==> config.mk <==
export PLATFORM = sky130hd
export DESIGN_NAME = hti_ctrl_top
export DESIGN_NICKNAME = d
export VERILOG_FILES = /design/src/rtl/hti_pkg.sv /design/src/rtl/hti_weight.sv /design/src/rtl/hti_mode_reg.sv /design/src/rtl/hti_gate.sv /design/src/rtl/hti_ctrl_top.sv
export SDC_FILE = /design/constraint.sdc
export NUM_CORES = 1
export LEC_CHECK = 0
export ABC_AREA = 1
export BUFFER_PORTS_ARGS = -buffer_cell sky130_fd_sc_hd__buf_2
export CAP_MARGIN = 5
export CORE_AREA = 4 4 41 43
export CTS_BUF_LIST = sky130_fd_sc_hd__clkbuf_2
export DETAILED_ROUTE_END_ITERATION = 6
export DIE_AREA = 0 0 45 47
export GPL_ROUTABILITY_DRIVEN = 0
export HOLD_SLACK_MARGIN = 0.12
export MAX_ROUTING_LAYER = met4
export PLACE_DENSITY = 0.75
export SLEW_MARGIN = 30
export SYNTH_ARGS = -nofsm -noshare
export SYNTH_HDL_FRONTEND = slang
export SYNTH_HIERARCHICAL = 1
export SYNTH_SLANG_ARGS = --single-unit
==> constraint.sdc <==
create_clock -name clk -period 1.8 [get_ports clk]
set_input_delay 0.36 -clock clk [delete_from_list [all_inputs] [get_ports clk]]
set_output_delay 0.36 -clock clk [all_outputs]
set_load 0.005 [all_outputs]
==> src/rtl/hti_pkg.sv <==
package hti_pkg;
  localparam int unsigned WCODE_W = 4;
  localparam int unsigned RND_W   = WCODE_W * (WCODE_W + 1) / 2;

  function automatic int unsigned grp_base(input int unsigned lvl);
    return lvl * (lvl + 1) / 2;
  endfunction
endpackage

==> src/rtl/hti_weight.sv <==
module hti_weight
  import hti_pkg::*;
#(
  parameter int unsigned CODE_W = WCODE_W,
  localparam int unsigned RBITS = CODE_W * (CODE_W + 1) / 2
) (
  input  logic             clk,
  input  logic             rst_n,
  input  logic [CODE_W-1:0] code,
  input  logic [RBITS-1:0]  rnd,
  output logic              fire
);
  logic [CODE_W-1:0] term;

  for (genvar i = 0; i < CODE_W; i++) begin : g_term
    assign term[i] = code[i] & (&rnd[grp_base(i) +: (i + 1)]);
  end

  assign fire = |term;

  // an all-zero code can never end an interval
  a_r6_zero_code_quiet: assert property (@(posedge clk) disable iff (!rst_n)
    (code == '0) |-> !fire);
endmodule

==> src/rtl/hti_mode_reg.sv <==
module hti_mode_reg (
  input  logic clk,
  input  logic rst_n,
  input  logic first_cycle,
  input  logic fire,
  output logic tff_q
);
  always_ff @(posedge clk or negedge rst_n) begin
    if (!rst_n)           tff_q <= 1'b1;
    else if (first_cycle) tff_q <= 1'b1;
    else if (fire)        tff_q <= ~tff_q;
  end

  // a fired decision flips the mode at the next edge
  a_r4_flip_on_fire: assert property (@(posedge clk) disable iff (!rst_n)
    (fire && !first_cycle) |=> (tff_q != $past(tff_q)));
  // without a decision the mode is kept
  a_r4_keep_quiet: assert property (@(posedge clk) disable iff (!rst_n)
    (!fire && !first_cycle) |=> $stable(tff_q));
endmodule

==> src/rtl/hti_gate.sv <==
module hti_gate #(
  parameter int unsigned N_LAT = 16
) (
  input  logic             mode,
  input  logic             first_cycle,
  input  logic [N_LAT-1:0] ctrl_vec,
  output logic [N_LAT-1:0] lat_en
);
  for (genvar i = 0; i < N_LAT; i++) begin : g_lat
    assign lat_en[i] = first_cycle | (ctrl_vec[i] & mode);
  end
endmodule

==> src/rtl/hti_ctrl_top.sv <==
module hti_ctrl_top
  import hti_pkg::*;
#(
  parameter int unsigned N_LAT = 16
) (
  input  logic               clk,
  input  logic               rst_n,
  input  logic [RND_W-1:0]   rnd_mode,
  input  logic [WCODE_W-1:0] tog_code,
  input  logic [WCODE_W-1:0] hold_code,
  input  logic [N_LAT-1:0]   ctrl_vec,
  input  logic               first_cycle,
  output logic [N_LAT-1:0]   lat_en,
  output logic               mode_tog
);
  logic               tff_q;
  logic               fire;
  logic               no_hold;
  logic [WCODE_W-1:0] sel_code;

  // per-bit code selection steered by the stored mode
  for (genvar b = 0; b < WCODE_W; b++) begin : g_mux
    assign sel_code[b] = tff_q ? tog_code[b] : hold_code[b];
  end

  assign no_hold  = (hold_code == '0);
  assign mode_tog = tff_q | no_hold;

  hti_weight #(.CODE_W(WCODE_W)) u_weight (
    .clk   (clk),
    .rst_n (rst_n),
    .code  (sel_code),
    .rnd   (rnd_mode),
    .fire  (fire)
  );

  hti_mode_reg u_mode (
    .clk         (clk),
    .rst_n       (rst_n),
    .first_cycle (first_cycle),
    .fire        (fire),
    .tff_q       (tff_q)
  );

  hti_gate #(.N_LAT(N_LAT)) u_gate (
    .mode        (mode_tog),
    .first_cycle (first_cycle),
    .ctrl_vec    (ctrl_vec),
    .lat_en      (lat_en)
  );

  // hold interval blocks every latch
  a_r3_hold_blocks_all: assert property (@(posedge clk) disable iff (!rst_n)
    (!mode_tog && !first_cycle) |-> (lat_en == '0));
  // toggle interval passes the control vector
  a_r2_toggle_passes: assert property (@(posedge clk) disable iff (!rst_n)
    (mode_tog && !first_cycle) |-> (lat_en == ctrl_vec));
  // zero hold code keeps the generator toggling
  a_r7_no_hold_toggle: assert property (@(posedge clk) disable iff (!rst_n)
    (hold_code == '0) |-> mode_tog);
  // first-cycle strobe opens all latches and restarts in toggle mode
  a_r8_first_all_open: assert property (@(posedge clk) disable iff (!rst_n)
    first_cycle |-> (&lat_en));
  a_r8_first_restart: assert property (@(posedge clk) disable iff (!rst_n)
    first_cycle |=> tff_q);
endmodule

# Word-level counts from Yosys, hierarchy flattened
# Cells that the tools add are included.
dict set report totals {
  register_bits 1
  input_bits 37
  output_inout_bits 17
  elab_cells 51
}
dict set report op_classes {
  muxes 6
  bitwise 38
  n_reduce_logical 6
}
# op count
set ops {}
lappend ops {{bitwise AND 1 bit} 20}
lappend ops {{OR 1 bit} 17}
lappend ops {{two-way mux 1 bit} 6}
lappend ops {{logical NOT 4 bit} 1}
lappend ops {{AND reduction 4 bit} 1}
lappend ops {{OR reduction 4 bit} 1}
lappend ops {{AND reduction 3 bit} 1}
lappend ops {{AND reduction 2 bit} 1}
lappend ops {{nonzero test 2 bit} 1}
lappend ops {{NOT 1 bit} 1}

# Longest topological paths before layout
# Gate-level depths: netlist of the first run.
dict set report logic_depth {
  word_depth 5
  ltp_mapped 10
  mapped_depth_nobuf 10
}

# By module
# The synthesis of the first run kept the hierarchy.
# mod n_inst cells_per_inst area_per_inst_um2 seq_area_each_um2
set modules_own_cells {}
lappend modules_own_cells {hti_gate 1 36 172.7 0.0}
lappend modules_own_cells {hti_ctrl_top 1 17 63.8 0.0}
lappend modules_own_cells {hti_mode_reg 1 7 50.0 26.3}
lappend modules_own_cells {hti_weight 1 12 46.3 0.0}

# Worst setup path after synthesis of the first run
# OpenSTA, ideal clock, no wires.
dict set report synth_path {
  kind {register -> output}
  start {register u_mode.tff_q}
  end {output port lat_en[10]}
  t_arrival_ns 1.067
  required_ns 1.440
  slack_ns 0.373
  stages_incl_launch_ff 7
  path_buffers 2
  cell_sequence {dfstp_2 -> inv_2 -> nand2_1 -> buf_6 -> buf_12 -> nand2_1 -> nand2_1}
}
dict set report synth_via {
  elab_chain_cells 3
}
# element line
set synth_rtl {}
lappend synth_rtl {{start, declared} hti_mode_reg.sv:6} ;# output logic tff_q
lappend synth_rtl {{start signal, assigned} hti_mode_reg.sv:11} ;# else if (fire) tff_q <= ~tff_q;
lappend synth_rtl {{OR 1 bit} hti_ctrl_top.sv:27} ;# assign mode_tog = tff_q | no_hold;
lappend synth_rtl {{via mode_tog} hti_ctrl_top.sv:14} ;# output logic mode_tog
lappend synth_rtl {{bitwise AND 1 bit} hti_gate.sv:10} ;# assign lat_en[i] = first_cycle | (ctrl_vec[i] & mode);
lappend synth_rtl {{OR 1 bit} hti_gate.sv:10}
lappend synth_rtl {{end, declared} hti_ctrl_top.sv:13} ;# output logic [N_LAT-1:0] lat_en,
# The timed path passes the listed nets, and every way through them passes these cells.

# Final worst setup path of the first run
dict set report layout_path {
  start {register u_mode.tff_q}
  end {output port lat_en[0]}
}
dict set report layout_via {
  elab_chain_cells 3
}
# element line
set layout_rtl {}
lappend layout_rtl {{OR 1 bit} hti_ctrl_top.sv:27}
lappend layout_rtl {{bitwise AND 1 bit} hti_gate.sv:10}
lappend layout_rtl {{OR 1 bit} hti_gate.sv:10}
# No other way between the ends.

==> results of run 1 <==
==> metal layers <==
| layer | up-vias | routed length (um) |
|---|---|---|
| met5 | - | 0 |
| met2 | 41 | 594 |
| met1 | 233 | 445 |
| met4 | 0 | 0 |
| li1 | 312 | - |
| met3 | 0 | 214 |
==> synthesized netlist by cell type, drive strengths merged <==
master and count:
buf 3, nand2 56, nand3 2, dfstp 1, inv 5, nor2 5
==> kinds of logic (layout without fill, tap and decap cells) <==
logic type / count (synthesis) / count (layout) / share of synthesized area (%)
buf+inv: 8 / 59 / 16.5
simple gates: 63 / 63 / 75.6
flops: 1 / 1 / 7.90
==> path summary, 6_finish.rpt <==
| path | startpoint | endpoint | slack (ps) | cells after the start |
|---|---|---|---|---|
| min in group clk | u_mode/tff_q$_DFFE_PN1P_ | u_mode/tff_q$_DFFE_PN1P_ | 540 | 2 |
| min reg2reg | u_mode/tff_q$_DFFE_PN1P_ | u_mode/tff_q$_DFFE_PN1P_ | 540 | 2 |
| max | u_mode/tff_q$_DFFE_PN1P_ | lat_en[0] | 280 | 6 |
| max reg2reg | u_mode/tff_q$_DFFE_PN1P_ | u_mode/tff_q$_DFFE_PN1P_ | 540 | 10 |
| max in group asynchronous | rst_n | u_mode/tff_q$_DFFE_PN1P_ | 1490 | 1 |
| min | rst_n | u_mode/tff_q$_DFFE_PN1P_ | 290 | 1 |
==> cells in the final DEF, fill, tap and decap left out, drive strengths merged <==
cell,instances
nand3,2
nor2,5
buf,54
dfstp,1
inv,5
nand2,56
==> area by class of cell <==
type,count,area [sq um],area share (%)
Timing Repair Buffer,54,273,46.4
Multi-Input combinational cell,63,251,42.8
Sequential cell,1,26.3,4.47
Inverter,5,18.8,3.19
Tap cell,15,18.8,3.19
==> worst max-delay path, delay by kind of cell, from the launching register on <==
kind,cells,cell delay [ps]
DFF,1,560
buffers and inverters,3,380
and+or+nand+nor,3,210
==> through the flow <==
step / instance area (sq um) / std cells / util, % / hold WS, ps / setup WS, ps
floorplan: 333 / 72 / - / 212 / 373
global placement: 588 / 138 / 45.2 / 297 / 301
detailed placement: 588 / 138 / 45.2 / 296 / 272
CTS: 588 / 138 / 45.2 / 296 / 274
global route: 588 / 138 / 45.2 / 299 / 182
finish: 588 / 138 / 45.2 / 294 / 282
==> power by group through the flow <==
stage | clock network [mW] | registers (mW) | logic, mW
2_1_floorplan | 0 | 0.0334 | 0.108
3_3_place_gp | 0 | 0.0340 | 0.173
3_5_place_dp | 0 | 0.0348 | 0.176
4_1_cts | 0 | 0.0348 | 0.176
5_1_grt | 0 | 0.0356 | 0.196
6_report | 0 | 0.0344 | 0.173
==> impl_metrics.env, run 1 <==
export IMPL_fin_skew_ps=0
export IMPL_outcome="finished clean"
export IMPL_synthesis_area_sq_um=333
export IMPL_start_util_pct=25.6
export IMPL_grt_usage_pct=10.7
export IMPL_critPathMaxFanout=17
export IMPL_clkTransAtPathRegs_ps=0
export IMPL_regMostFlops="u_mode/tff_q"
export IMPL_grtUsageMet1_pct=11.5
export IMPL_busiest_layer="met2"
export IMPL_dp_hpwl_mm=1.15
export IMPL_yosysSeqAreaShare_pct=7.89
export IMPL_post_route_cells_drive_above_1_share_pct=50.4
export IMPL_vdd_drop_max_v=0.000193
export IMPL_antenna_found_initial=0
export IMPL_fin_crit_ps=1520
export IMPL_syn2layout_area_growth_pct=76.7
export IMPL_syn_num_nets=109
export IMPL_fin_crit_sh_pct=84.3
export IMPL_largest_register_ffs=1
export IMPL_wl_per_cell_um=9.09
export IMPL_p_sw_share_pct=45.6
export IMPL_switchingPower_uw=94.6
export IMPL_vias_per_cell=4.25
export IMPL_yosys_warnings=6
export IMPL_drc=0
export IMPL_synth_top_area_share_pct=57.5
export IMPL_relSlewSlack_pct=84.8
export IMPL_num_vias=586
export IMPL_rsz0062_at_grt="false"
export IMPL_worstPathArrival_ps=1160
export IMPL_die_h_um=47
export IMPL_crit_slowest_cell="dfstp_2"
export IMPL_cts_hold_buf=0
export IMPL_yosys_area_top_type="nand2_1"
export IMPL_startpoint_type="flip-flop"
export IMPL_die_w_um=45
export IMPL_drv_cap=0
export IMPL_met3_usage_pct=1.15
export IMPL_syn_area_per_cell_sq_um=4.62
export IMPL_synthCells=72
export IMPL_met2_usage_pct=22.0
export IMPL_grt_start_max_net_pins=18
export IMPL_end_kind="primary output"
export IMPL_worstSkewPairLatency_ps=0
export IMPL_critical_path_class="reg2out"
export IMPL_crit_chain="inv_2 -> nand2_1 -> buf_4 -> nand2_1 -> nand2_1 -> buf_2"
export IMPL_leakage_nw=0.407
export IMPL_cts_resized=0
export IMPL_synth_seq_cells=1
export IMPL_dr_first_iter_drc_count=2
export IMPL_worst_pin_slew_ps=227
export IMPL_combinationalPowerShare_pct=83.4
export IMPL_die_area_sq_um=2120
export IMPL_critical_path_max_stage_delay_ps=560
export IMPL_yosys_cell_types_count=10
export IMPL_io_pins=54
export IMPL_grt_pass1_wl_mm=1.73
export IMPL_antenna_cells=0
export IMPL_port_buffers=53
export IMPL_antenna_left=0
export IMPL_nets=162
export IMPL_max_freq_mhz=659
export IMPL_clkPwrFrac_pct=0
export IMPL_drv_slew=0
export IMPL_rows=13
export IMPL_grt_pass1_vias=472
export IMPL_tns_ps=0
export IMPL_yosys_top_cells_area="nand2_1 (58%), nand2_2 (9.4%), dfstp_2 (7.9%)"
export IMPL_reg_top3="u_mode/tff_q (1)"
export IMPL_cellInternalPower_uw=113
export IMPL_totalWireLength_mm=1.25
export IMPL_dr_pass1_iters=3
export IMPL_setup_viol=0
export IMPL_worstPathRequired_ps=1440
export IMPL_overflow=0
export IMPL_fillCellCount=158
export IMPL_hp_class="in2async"
export IMPL_total_power_uw=207
export IMPL_hold_viol=0
export IMPL_post_cts_buffers=0
export IMPL_design_core_area_sq_um=1300
export IMPL_crit_top_cell="nand2_1"
export IMPL_powerDensity_nw_per_um2=353
export IMPL_p_seq_share_pct=16.6
Note: power is estimated with default switching activity, not from simulation.
==> run 2, diff against run 1 <==
clock period = 1.4 ns   (was 1.8 ns; I/O delays follow)
==> run 2 against run 1 <==
  * Setup slack lost 200 ps
  * Routed wire length up 1.1%
  * Clock skew unchanged
  * Hold slack lost 81 ps
  * Sequential power is 13% higher
  * Global-route usage is 0.63 points lower
  * First-iteration DRC count grew to 2.5 times the previous value
  * Power up 37%
  * Critical endpoint is now lat_en[2]
  * Highest routed layer unchanged
==> impl_metrics.env, run 2 (synthesized netlist as in run 1, its figures left out) <==
export IMPL_outcome="finished clean"
export IMPL_relSlewSlack_pct=84.7
export IMPL_reg_top3="u_mode/tff_q (1)"
export IMPL_dp_cells=139
export IMPL_io_pins=54
export IMPL_place_ws_ps=84.6
export IMPL_dp_hpwl_mm=1.13
export IMPL_largest_register_ffs=1
export IMPL_crit_slowest_cell="dfstp_2"
export IMPL_antenna_left=0
export IMPL_worstPathRequired_ps=1120
export IMPL_final_util_pct=46.7
export IMPL_worst_pin_slew_ps=229
export IMPL_nets=163
export IMPL_fin_area_sq_um=608
export IMPL_fin_crit_sh_pct=93.8
export IMPL_dpl_cell_area_sq_um=608
export IMPL_layout_common_cells="buf_2 (53), nand2_1 (51), nor2_1 (5), nand2_2 (5), inv_1 (3)"
export IMPL_dr_pass1_iters=4
export IMPL_rsz0062_at_grt="false"
export IMPL_reg2reg_from="u_mode/tff_q$_DFFE_PN1P_"
export IMPL_drc=0
export IMPL_drv_slew=0
export IMPL_leakage_nw=0.417
export IMPL_grt_usage_pct=10.1
export IMPL_drv_cap=0
export IMPL_worstPathArrival_ps=1030
export IMPL_ff2ff_setup_slack_ps=150
export IMPL_r2r_end="u_mode/tff_q$_DFFE_PN1P_"
export IMPL_antenna_found_initial=0
export IMPL_cts_resized=0
export IMPL_grt_pass1_wl_mm=1.59
export IMPL_worstSkewPairLatency_ps=0
export IMPL_layout_commonest_cell="buf_2"
export IMPL_fin_skew_ps=0
export IMPL_vias_per_cell=4.01
export IMPL_die_w_um=45
export IMPL_fin_cells=139
export IMPL_antenna_cells=0
export IMPL_critical_path_class="reg2out"
export IMPL_startpoint_type="flip-flop"
export IMPL_critical_path_max_stage_delay_ps=510
export IMPL_syn2layout_area_growth_pct=82.7
export IMPL_wl_per_cell_um=9.12
export IMPL_overflow=0
export IMPL_crit_top_cell="nand2_1"
export IMPL_dr_first_iter_drc_count=5
export IMPL_regMostFlops="u_mode/tff_q"
export IMPL_end_kind="primary output"
export IMPL_rows=13
export IMPL_design_core_area_sq_um=1300
export IMPL_grt_pass1_vias=415
export IMPL_grt_start_max_net_pins=18
export IMPL_die_area_sq_um=2120
export IMPL_start_util_pct=25.6
export IMPL_r2r_cells=10
export IMPL_fillCellCount=139
export IMPL_max_freq_mhz=761
export IMPL_hp_class="in2async"
export IMPL_post_route_cells_drive_above_1_share_pct=50.8
export IMPL_setup_viol=0
export IMPL_clkTransAtPathRegs_ps=0
export IMPL_hold_viol=0
export IMPL_tns_ps=0
export IMPL_total_power_uw=285
export IMPL_totalWireLength_mm=1.27
export IMPL_critPathMaxFanout=17
export IMPL_fin_crit_ps=1310
export IMPL_die_h_um=47
export IMPL_fin_hold_ws_ps=213
export IMPL_crit_chain="inv_2 -> nand2_1 -> buf_12 -> nand2_1 -> nand2_1 -> buf_2"
export IMPL_num_vias=557
export IMPL_powerDensity_nw_per_um2=469
export IMPL_cts_hold_buf=0
export IMPL_vdd_drop_max_v=0.000290
export IMPL_layout_setup_ws_ps=86.4
export IMPL_post_cts_buffers=0
export IMPL_port_buffers=53
-- run 2: cell types whose count changed in the layout (fill, tap and decap cells not counted) --
cell    before  now
buf_12       0    1
-- run 2: area by class of cell --
cell class	count	area [sq um]	area share [%]
timing repair buffer	55	293	48.1
sequential	1	26.3	4.32
tap	15	18.8	3.09
inverter	5	18.8	3.09
multi-input combinational	63	251	41.4
-- run 2: where the power goes --
| group | total, mW | internal [mW] | leakage, nW | switching, mW |
|---|---|---|---|---|
| clock | 0 | 0 | 0 | 0 |
| sequential | 0.0389 | 0.0365 | 0.0105 | 0.00246 |
| combinational | 0.246 | 0.124 | 0.407 | 0.122 |
-- run 2: worst max-delay path, delay by kind of cell, from the launching register on --
kind	cells	cell delay [ps]
buffers and inverters	3	310
flip-flops	1	510
AND/OR/NAND/NOR	3	220
-- run 2: worst max-delay path by stage --
stage | from | to | slack (ps) | depth (start not counted)
6_report | u_mode/tff_q$_DFFE_PN1P_ | lat_en[2] | 90 | 6
3_5_place_dp | u_mode/tff_q$_DFFE_PN1P_ | lat_en[9] | 80 | 6
3_3_place_gp | u_mode/tff_q$_DFFE_PN1P_ | lat_en[9] | 90 | 6
4_1_cts | u_mode/tff_q$_DFFE_PN1P_ | lat_en[9] | 80 | 6
2_1_floorplan | u_mode/tff_q$_DFFE_PN1P_ | lat_en[10] | 50 | 6
5_1_grt | u_mode/tff_q$_DFFE_PN1P_ | lat_en[0] | 10 | 6
-- run 2: routing by layer --
| layer | global-route usage (%) | part of all wire (%) | vias up |
|---|---|---|---|
| li1 | - | - | 315 |
| met2 | 20.9 | 45 | 41 |
| met1 | 10.9 | 37 | 201 |
| met5 | - | 0 | - |
| met3 | 0.766 | 17 | 0 |
| met4 | 0 | 0 | 0 |
==> run 3, diff against run 2 <==
PLACE_DENSITY = unset   (was 0.75)
PLACE_DENSITY_LB_ADDON = 0.25   (was unset)
==> run 3 against run 2 <==
  * Flip-flop and latch count is the same
  * Combinational power is essentially flat
  * Register-to-register slack is essentially flat
  * Critical path depth is the same
  * Via count grew 3.1%
  * Sequential power is essentially flat
  * Clock skew is the same
  * Critical path type unchanged
  * First-iteration DRC count grew 20%
  * Utilization is the same
  * Largest cell class unchanged
==> impl_metrics.env, run 3 (synthesized netlist as in run 1, its figures left out) <==
export IMPL_outcome="finished clean"
export IMPL_grt_start_max_net_pins=18
export IMPL_antenna_left=0
export IMPL_dr_pass1_iters=4
export IMPL_vdd_drop_max_v=0.000261
export IMPL_regMostFlops="u_mode/tff_q"
export IMPL_grt_pass1_vias=475
export IMPL_totalWireLength_mm=1.19
export IMPL_num_vias=574
export IMPL_tns_ps=0
export IMPL_port_buffers=53
export IMPL_worstSkewPairLatency_ps=0
export IMPL_multi_input_area_sq_um=251
export IMPL_crit_start="u_mode/tff_q$_DFFE_PN1P_"
export IMPL_cts_hold_buf=0
export IMPL_reg2reg_from="u_mode/tff_q$_DFFE_PN1P_"
export IMPL_fin_area_sq_um=608
export IMPL_rows=13
export IMPL_rsz0062_at_grt="false"
export IMPL_design_core_area_sq_um=1300
export IMPL_r2r_cells=10
export IMPL_max_freq_mhz=757
export IMPL_regArea_sq_um=26.3
export IMPL_layout_commonest_cell="buf_2"
export IMPL_wl_per_cell_um=8.57
export IMPL_die_w_um=45
export IMPL_r2r_end="u_mode/tff_q$_DFFE_PN1P_"
export IMPL_layout_common_cells="buf_2 (53), nand2_1 (51), nor2_1 (5), nand2_2 (5), inv_1 (3)"
export IMPL_setup_viol=0
export IMPL_cts_resized=0
export IMPL_drv_cap=0
export IMPL_fin_crit_ps=1320
export IMPL_drv_slew=0
export IMPL_end_kind="primary output"
export IMPL_clkTransAtPathRegs_ps=0
export IMPL_reg_top3="u_mode/tff_q (1)"
export IMPL_crit_end="lat_en[0]"
export IMPL_nets=163
export IMPL_syn2layout_area_growth_pct=82.7
export IMPL_die_h_um=47
export IMPL_ff2ff_setup_slack_ps=160
export IMPL_fin_crit_sh_pct=94.4
export IMPL_worstPathArrival_ps=1040
export IMPL_post_route_cells_drive_above_1_share_pct=50.8
export IMPL_overflow=0
export IMPL_hold_viol=0
export IMPL_dp_hpwl_mm=1.03
export IMPL_drc=0
export IMPL_grt_usage_pct=10.4
export IMPL_worstPathRequired_ps=1120
export IMPL_relSlewSlack_pct=84.2
export IMPL_antenna_cells=0
export IMPL_critical_path_class="reg2out"
export IMPL_dpl_cell_area_sq_um=608
export IMPL_leakage_nw=0.417
export IMPL_hp_class="in2async"
export IMPL_dr_first_iter_drc_count=6
export IMPL_fin_skew_ps=0
export IMPL_start_util_pct=25.6
export IMPL_powerDensity_nw_per_um2=469
export IMPL_vias_per_cell=4.13
export IMPL_grt_pass1_wl_mm=1.75
export IMPL_fillCellCount=147
export IMPL_antenna_found_initial=0
export IMPL_critPathMaxFanout=17
export IMPL_io_pins=54
export IMPL_final_util_pct=46.7
export IMPL_startpoint_type="flip-flop"
export IMPL_worst_pin_slew_ps=237
export IMPL_post_cts_buffers=0
export IMPL_largest_register_ffs=1
export IMPL_die_area_sq_um=2120
[run 3: through the flow]
step	setup slack, ps	hold WS, ps	power, mW	std cells
after floorplan	52.8	132	0.182	72
after global placement	96.2	218	0.283	139
after detailed placement	79.0	214	0.288	139
after CTS	78.0	214	0.289	139
after global routing	3.82	224	0.318	139
final	79.1	212	0.285	139
[run 3: final cells by class]
class	count	share of cell area, %
repair buffers	55	48.1
multi-input cells	63	41.4
flip-flops and latches	1	4.32
inverters	5	3.09
well taps	15	3.09
[run 3: worst min-delay path by stage]
stage,to,slack (ps),cells after the start,start
final,u_mode/tff_q$_DFFE_PN1P_,210,1,rst_n
after global routing,u_mode/tff_q$_DFFE_PN1P_,220,1,rst_n
after CTS,u_mode/tff_q$_DFFE_PN1P_,210,1,rst_n
after detailed placement,u_mode/tff_q$_DFFE_PN1P_,210,1,rst_n
after global placement,u_mode/tff_q$_DFFE_PN1P_,220,1,rst_n
after floorplan,u_mode/tff_q$_DFFE_PN1P_,130,0,rst_n
[run 3: power breakdown]
part | switching, mW | total (mW) | leakage, nW | internal [mW]
sequential | 0.00238 | 0.0389 | 0.0105 | 0.0365
combinational | 0.123 | 0.246 | 0.407 | 0.124
clock | 0 | 0 | 0 | 0
total | 0.125 | 0.285 | 0.417 | 0.160
[run 3: worst max-delay path, stage by stage (launching register included)]
cell and delay [ps]:
dfstp_2 510, inv_2 50, nand2_1 100, buf_12 150
nand2_1 60, nand2_1 60, buf_2 110
[run 3: layer usage]
metal	wire length [um]	vias up	global-route usage (%)
met2	551	33	19.5
li1	-	315	-
met1	458	226	13.1
met4	0	0	0
met5	0	-	-
met3	180	0	0.383
